==> config.mk <==
export PLATFORM = sky130hd
export DESIGN_NAME = serial_crc_unit
export DESIGN_NICKNAME = d
export VERILOG_FILES = /design/src/rtl/serial_crc_unit.sv
export SDC_FILE = /design/constraint.sdc
export NUM_CORES = 1
export LEC_CHECK = 0
export ABC_AREA = 1
export BUFFER_PORTS_ARGS = -buffer_cell sky130_fd_sc_hd__buf_2
export CORE_MARGIN = 2
export CORE_UTILIZATION = 41
export CTS_CLUSTER_DIAMETER = 50
export DETAILED_ROUTE_END_ITERATION = 7
export GPL_TIMING_DRIVEN = 0
export PLACE_DENSITY = 0.6
export SYNTH_ARGS = -nofsm -noshare
export SYNTH_HDL_FRONTEND = slang
export SYNTH_SLANG_ARGS = --single-unit
export TNS_END_PERCENT = 50
==> constraint.sdc <==
create_clock -name clk -period 1.1 [get_ports clk]
set_clock_uncertainty 0.05 [all_clocks]
set_input_delay 0 -clock clk [delete_from_list [all_inputs] [get_ports clk]]
set_output_delay 0 -clock clk [all_outputs]
set_load 0.01 [all_outputs]
==> src/rtl/serial_crc_unit.sv <==
module serial_crc_unit #(
  parameter int N = 16,
  parameter logic [N-1:0] POLY = 16'h8005
) (
  input  logic clk,
  input  logic rst_n,
  input  logic clr,
  input  logic din,
  input  logic din_vld,
  input  logic calc_mode,
  output logic dout,
  output logic crc_ok
);

  logic [N-1:0] rem_q;
  logic         quo_bit;
  logic [N-1:0] up_shift;

  assign quo_bit  = din ^ rem_q[N-1];
  assign up_shift = {rem_q[N-2:0], 1'b0};

  always_ff @(posedge clk or negedge rst_n) begin
    if (!rst_n)
      rem_q <= '0;
    else if (clr)
      rem_q <= '0;
    else if (din_vld)
      rem_q <= calc_mode ? (up_shift ^ ({N{quo_bit}} & POLY)) : up_shift;
  end

  assign dout   = calc_mode ? din : rem_q[N-1];
  assign crc_ok = ~|rem_q;


  clr_zero_chk: assert property (@(posedge clk) disable iff (!rst_n)
    clr |=> crc_ok);


  hold_chk: assert property (@(posedge clk) disable iff (!rst_n)
    (!clr && !din_vld) |=> $stable(rem_q));


  shift_out_chk: assert property (@(posedge clk) disable iff (!rst_n)
    (!clr && din_vld && !calc_mode) |=> (rem_q[N-1] == $past(rem_q[N-2]) && !rem_q[0]));


  zero_stays_chk: assert property (@(posedge clk) disable iff (!rst_n)
    (!clr && din_vld && calc_mode && crc_ok && !din) |=> crc_ok);

endmodule

After elaboration in Yosys (flattened, before gate mapping):

Cells that the tools add are included.

* register bits after elaboration: 16
* latch bits: 0
* bits in writable memories: 0
* memory bits (read-only): 0
* bits of input ports: 6
* output and inout port bits: 2
* word-level logic and storage cells: 10
* memories: 0

* add/subtract/negate cells: 0
* multipliers: 0
* divide/modulo/power cells: 0
* $lt $le $gt $ge: 0
* equality and inequality tests: 0
* shift operators: 0
* mux-type cells: 4
* bitwise gates (word level): 2
* reductions and logical operators: 3

Operators by type and width (count)
* 16-bit two-way mux: 3
* 16-bit OR reduction: 1
* 16-bit bitwise XOR: 1
* 2-bit nonzero test: 1
* 1-bit logical NOT: 1
* 1-bit two-way mux: 1
* 1-bit bitwise XOR: 1

Depth between registers and ports, before layout:

Gate-level depths: netlist (run 1).

* word-level depth: 5
* gate-level depth with buffers: 6
* mapped depth without buffers: 6

Worst setup path before layout (run 1):

OpenSTA, ideal clock, no wires.

* path kind: register to register
* start: register rem_q[15]
* end: register rem_q[15]
* library setup time: 0.117 ns
* data arrival time: 0.710 ns
* data required time: 0.933 ns
* slack: 0.223 ns
* cell stages (with the launch flop): 7
* buffers on the path: 0
* cell sequence: dfrtp_1 > inv_2 > nand2_2 > nand3_2 > nand2_1 > nand3_1 > nand2_1

* longest elaborated chain between the ends: 5

Ends and longest elaborated chain
* start: declaration: RTL line 15 `logic [N-1:0] rem_q;`
* start signal: assignment: RTL line 28 `rem_q <= calc_mode ? (up_shift ^ ({N{quo_bit}} & POLY)) : up_shift;`
* 1-bit bitwise XOR: RTL line 19 `assign quo_bit = din ^ rem_q[N-1];`
* 16-bit bitwise XOR: RTL line 28
* 16-bit two-way mux: RTL line 28
* 16-bit two-way mux: RTL line 27 `else if (din_vld)`
* 16-bit two-way mux: RTL line 25 `else if (clr)`

No other way between the ends. The select of a mux whose other input is x is not followed.
A chain may end at the register's enable or synchronous reset.

Worst setup path in the final report (run 1):

* start: register rem_q[3]
* end: output port crc_ok

* longest elaborated chain between the ends: 2

Ends and longest elaborated chain
* 16-bit OR reduction: RTL line 32 `assign crc_ok = ~|rem_q;`
* 1-bit logical NOT: RTL line 32
* end: declaration: RTL line 12 `output logic crc_ok`

No other way between the ends.

==> results of run 1 <==
## power by group through the flow
stage                     Sequential, mW  Combinational, mW  Clock (mW)
after floorplan                    0.611             0.0621           0
after global placement             0.612              0.105           0
final                              0.601              0.119       0.303
after global routing               0.602              0.134       0.332
after detailed placement           0.612              0.106           0
after CTS                          0.601              0.120       0.310
## worst min-delay path, delay by kind of cell
family          cells  cell delay (ps)
compound gates      1               90
buf+inv             1              110
simple gates        1              110
## cell families after synthesis
| family | Yosys count | synth area share [%] |
|---|---|---|
| AO/OA/AOI/OAI | 15 | 12.7 |
| buffers and inverters | 22 | 13.5 |
| flip-flops | 16 | 55.6 |
| AND/OR/NAND/NOR | 28 | 18.2 |
## stage by stage
| step | cells | hold WS (ps) | utilization, % | TNS, ps |
|---|---|---|---|---|
| 6_report | 113 | 14.4 | 51.2 | -189 |
| 5_1_grt | 113 | 33.5 | 51.2 | -374 |
| 4_1_cts | 113 | 10.2 | 51.0 | -210 |
| 3_5_place_dp | 105 | -118 | 46.0 | 0 |
| 3_3_place_gp | 105 | -118 | 46.0 | 0 |
| 2_1_floorplan | 81 | -346 | - | 0 |
## cell type report
class	count	area, um2	share of cell area [%]
flip-flops and latches	16	400	46.3
plain buffers	2	22.5	2.60
clock buffers	3	22.5	2.60
multi-input cells	43	245	28.4
repair buffers	12	77.6	8.97
well taps	17	21.3	2.46
inverters	20	75.1	8.68
## worst min path at each step
stage / startpoint / endpoint / slack (ps) / cells past startpoint
final: din_vld / rem_q[8] / 10 / 3
after global placement: rst_n / rem_q[9] / -120 / 1
after CTS: din_vld / rem_q[8] / 10 / 3
after floorplan: rst_n / rem_q[0] / -350 / 0
after global routing: din_vld / rem_q[8] / 30 / 3
after detailed placement: rst_n / rem_q[9] / -120 / 1
## placed cells by master, fill, tap and decap left out
master,n
nand2_2,4
inv_2,8
nand4_1,2
nand2_1,14
inv_1,12
dlygate4sd3_1,2
dfrtp_1,16
buf_2,7
clkbuf_4,3
o22ai_1,13
nor2_1,1
buf_4,3
buf_6,2
nor3_2,4
nand3_1,2
nand3_2,1
o21ai_0,1
o21ai_1,1
## repair_timing
item                                   4_1_cts  5_1_grt
endpoints found under the hold margin       17        0
setup endpoints to repair                    1        4
resized for setup                            9        3
hold buffers                                 2        0
pin swaps                                    0        2
setup buffers                                3        1
## metal layers
| metal | up-vias | global-route usage [%] | wire, um |
|---|---|---|---|
| li1 | 296 | - | - |
| met1 | 263 | 20.2 | 668 |
| met2 | 10 | 24.2 | 581 |
| met3 | 4 | 2.38 | 39 |
| met4 | 0 | 10.3 | 41 |
| met5 | - | 0 | 0 |
==> impl_metrics.yaml, run 1 <==
global_route:
  antenna_found_initial: 0
  grt_max_degree: 17
  grt_pass1_vias: 569
  grt_remaining_overflow: 0
  grt.total_usage_pct: 15.7
  grt_pass1_wl_um: 2280
worst_setup_path:
  reg2reg_to: "rem_q[2]"
  cp_num_buf_inv: 2
  critPathKind: "reg2out"
  worstReg2RegStart: "rem_q[15]"
  end_kind: "primary output"
  reg2reg_depth: 6
  cp_common_cell: "nand2_1"
  cp_cell_sequence: "inv_1 -> nand2_1 -> nor3_2 -> nand2_1 -> nor2_1 -> buf_2"
  crit_arrival_ps: 1210
  cp_top_family: "flip-flops"
  startpoint_type: "flip-flop"
  crit_path_top_delay_cell: "dfrtp_1"
  cp.required_ps: 1050
  crit_path_max_incr_delay_ps: 370
  crit_path_max_fanout: 3
  crit_cells: 6
  r2r_slack_ps: 70
  crit_end: "crc_ok"
  critical_path.startpoint: "rem_q[3]"
pwr:
  combPwrFrac_pct: 11.6
  p_int_mw: 0.771
  leakagePower_nw: 0.453
  seqPwrFrac_pct: 58.7
  clockPowerShare_pct: 29.6
  switching_power_mw: 0.252
  sw_frac_of_total_pct: 24.6
  finalPower_mw: 1.02
  powerDensity_mw_per_mm2: 1180
  ir_drop_uv: 752
sta:
  maxSlewHeadroom_pct: 75.6
  fmax_ghz: 0.792
  hold_viol: 0
  slew_violations: 0
  rsz0062_at_grt: "true"
  worst_pin_slew_ps: 366
  setup_ws_ps: -162
  setup_viol: 2
  fin_crit_sh_pct: 115
  fin_crit_ps: 1260
drt:
  wl_per_cell_um: 11.8
  drt_iter0_drc: 20
  routed_wl_um: 1330
  drcViolationCount: 0
  vias: 573
  viasPerCell: 5.07
  detail_route.first_pass.iterations: 4
  postRouteAntennaNets: 0
min_path:
  hold_path_class: "in2reg"
placement:
  gp_congestion: 0.749
  dpl_cell_area_um2: 777
  portBuffers: 7
  place_ws_ps: 71.3
  dpl.hpwl_um: 924
clocking:
  cts_tree: "yes"
  worstSkewPairLatency_ps: 280
  cts_root_buf: "clkbuf_4"
  cts_buffers: 3
  clock_path_buffers: 2
  cts.clk_slew.worst_paths_ps: 90
  htree_levels: 1
  cts_sinks: 16
run_status:
  outcome: "complete, but fails checks"
  violations: "negative setup slack"
final_layout:
  top_register: "rem_q"
  layout.nets: 104
  nFillCells: 166
  fin_area_um2: 865
  drive_gt1_share_pct: 33.3
  antenna_cells: 0
  area_growth_syn_to_layout_pct: 20.0
  reg_top3: "rem_q (16)"
  largest_reg_flops: 16
synthesis:
  yosysTopAreaCellShare_pct: 55.6
  syn_area_um2: 721
  synth-edff-count: 0
  async_flop_share_pct: 100
  yosysWarnings: 0
  yosysMostFrequentCell: "inv_1"
  synth_nets: 87
  ys_seq_area_share_pct: 55.6
  synth_commonest_cells: "18 x inv_1, 16 x dfrtp_1, 15 x nand2_1, 13 x o22ai_1, 4 x nor3_1"
  avgSynthCellArea_um2: 8.90
  ys.flop_type: "dfrtp_1"
  yosysUniqueCellTypes: 13
  ys_ff_latch: 16
  synth_area_leaders: "dfrtp_1 56%, o22ai_1 11%, inv_1 9.4%"
  synth_top_area_cell: "dfrtp_1"
  syn_inst: 81
die:
  start_util_pct: 42.7
  rows: 15
  core-area_mm2: 0.00169
  die_area_mm2: 0.00211
  die_h_um: 45.9
  ioPinCount: 8
  chipWidth_um: 45.9
flow_run:
  drv_cap: 0
Note: power is estimated with default switching activity, not from simulation.
==> inputs of run 2 (changes only) <==
--- a/config.mk
+++ b/config.mk
@@ -6,13 +6,14 @@
 export NUM_CORES = 1
 export LEC_CHECK = 0
 export ABC_AREA = 1
+export ABC_CLOCK_PERIOD_IN_PS = 1100
 export BUFFER_PORTS_ARGS = -buffer_cell sky130_fd_sc_hd__buf_2
 export CORE_MARGIN = 2
 export CORE_UTILIZATION = 41
 export CTS_CLUSTER_DIAMETER = 50
 export DETAILED_ROUTE_END_ITERATION = 7
 export GPL_TIMING_DRIVEN = 0
-export PLACE_DENSITY = 0.6
+export PLACE_DENSITY_LB_ADDON = 0.05
 export SYNTH_ARGS = -nofsm -noshare
 export SYNTH_HDL_FRONTEND = slang
 export SYNTH_SLANG_ARGS = --single-unit
==> run 2 against run 1 <==
The flow still finishes with violations (negative setup slack); combinational power about the same; non-clock buffer count decreased by 2; die area unchanged; routed wire length decreased by 0.98%; clock power decreased by 2%; first-iteration DRC count decreased by 40%; setup slack improved by 4.6 ps; critical path depth unchanged; utilization decreased by 0.74 points; critical path type unchanged; largest cell class unchanged.
==> impl_metrics.yaml, run 2 (same netlist as run 1, synthesis figures left out) <==
placement:
  dpl.cell_count: 105
  dpl.hpwl_um: 902
  gp_congestion: 0.709
  place_ws_ps: 70.6
  dpl_cell_area_um2: 777
  portBuffers: 7
die:
  die_h_um: 45.9
  die_area_mm2: 0.00211
  ioPinCount: 8
  start_util_pct: 42.7
  rows: 15
  core-area_mm2: 0.00169
  chipWidth_um: 45.9
final_layout:
  drive_gt1_share_pct: 33.0
  layout_common_cells: "16 x dfrtp_1, 13 x nand2_1, 13 x o22ai_1, 12 x inv_1, 8 x inv_2"
  fin_area_um2: 852
  finalNonFillerCells: 111
  multiInputGateArea_um2: 248
  nFillCells: 173
  largest_reg_flops: 16
  top_register: "rem_q"
  reg_top3: "rem_q (16)"
  layout.nets: 102
  layout_commonest_cell: "dfrtp_1"
  final_util_pct: 50.4
  antenna_cells: 0
  area_growth_syn_to_layout_pct: 18.2
  seqCellArea_um2: 400
worst_setup_path:
  cp_cell_sequence: "inv_2 -> nand2_2 -> nor3_2 -> nand2_1 -> nor2_1 -> buf_2"
  crit_path_top_delay_cell: "dfrtp_1"
  end_kind: "primary output"
  crit_arrival_ps: 1210
  crit_path_max_fanout: 3
  startpoint_type: "flip-flop"
  cp_num_buf_inv: 2
  critPathKind: "reg2out"
  crit_path_max_incr_delay_ps: 400
  cp_top_family: "flip-flops"
  cp.required_ps: 1050
drt:
  postRouteAntennaNets: 0
  viasPerCell: 5.03
  routed_wl_um: 1320
  wl_per_cell_um: 11.9
  detail_route.first_pass.iterations: 4
  drt_iter0_drc: 12
  vias: 558
  drcViolationCount: 0
global_route:
  grt.total_usage_pct: 16.1
  grt_pass1_vias: 575
  antenna_found_initial: 0
  grt_pass1_wl_um: 2370
  grt_remaining_overflow: 0
  grt_max_degree: 17
clocking:
  htree_levels: 1
  cts_sinks: 16
  cts_tree: "yes"
  clock_path_buffers: 2
  worstSkewPairLatency_ps: 280
  cts_root_buf: "clkbuf_4"
  cts_buffers: 3
  cts.clk_slew.worst_paths_ps: 90
sta:
  slew_violations: 0
  setup_viol: 1
  fin_crit_ps: 1260
  fmax_ghz: 0.795
  worst_pin_slew_ps: 364
  maxSlewHeadroom_pct: 75.7
  hold_viol: 0
  fin_crit_sh_pct: 114
  rsz0062_at_grt: "true"
  setup_ws_ps: -158
pwr:
  leakagePower_nw: 0.444
  ir_drop_uv: 729
  powerDensity_mw_per_mm2: 1190
run_status:
  outcome: "complete, but fails checks"
  violations: "negative setup slack"
min_path:
  hold_path_class: "in2reg"
flow_run:
  drv_cap: 0
## run 2: cell types whose count changed in the layout (fill, tap and decap cells not counted), sizes merged
cell,before,now
buf,12,10
## run 2: worst min-delay path, cell delays in order
cell and delay, ps:
buf_2 80, inv_2 40, nand2_2 110, o22ai_1 90
## run 2: path summary, 6_finish.rpt
kind	startpoint	to	slack, ps	cells past startpoint
worst max-delay path	rem_q[15]	crc_ok	-160	6
worst min-delay path	clr	rem_q[6]	20	4
worst max register to register	rem_q[15]	rem_q[15]	100	6
worst min register to register	rem_q[13]	rem_q[13]	490	2
max in group asynchronous	rst_n	rem_q[9]	630	2
min in group asynchronous	rst_n	rem_q[3]	100	2
## run 2: what timing repair did
item,in CTS,in global routing
buffers inserted,1,0
hold buffers,2,0
setup endpoints to repair,1,3
endpoints found under the hold margin,17,0
gates resized for setup,8,4
## run 2: final cells by class
cell class	count	area share, %
Sequential cell	16	47.0
Multi-Input combinational cell	43	29.1
Inverter	20	8.81
Timing Repair Buffer	10	7.34
Clock buffer	3	2.64
Buffer	2	2.64
Tap cell	17	2.50
## run 2: metrics by stage
stage	TNS [ps]	hold WS [ps]	power, mW
after floorplan	0	-346	0.673
after global placement	0	-112	0.719
after detailed placement	0	-110	0.719
after CTS	-179	13.1	1.03
after global routing	-305	30.2	1.09
final	-158	22.0	1.01
## run 2: where the power goes
part / leakage [nW] / switching [mW] / internal, mW / total [mW]
Sequential: 0.222 / 0.00565 / 0.595 / 0.601
Clock: 0.0138 / 0.169 / 0.127 / 0.296
Combinational: 0.207 / 0.0708 / 0.0466 / 0.117
## run 2: layer usage
metal  up-vias  GRT usage [%]  wire [um]  share of wire, %
met2         8           25.3        590                45
li1        287              -          -                 -
met4         0           8.57         29               2.2
met3         4           3.57         35               2.7
met5         -              0          0                 0
met1       259           20.4        663                50
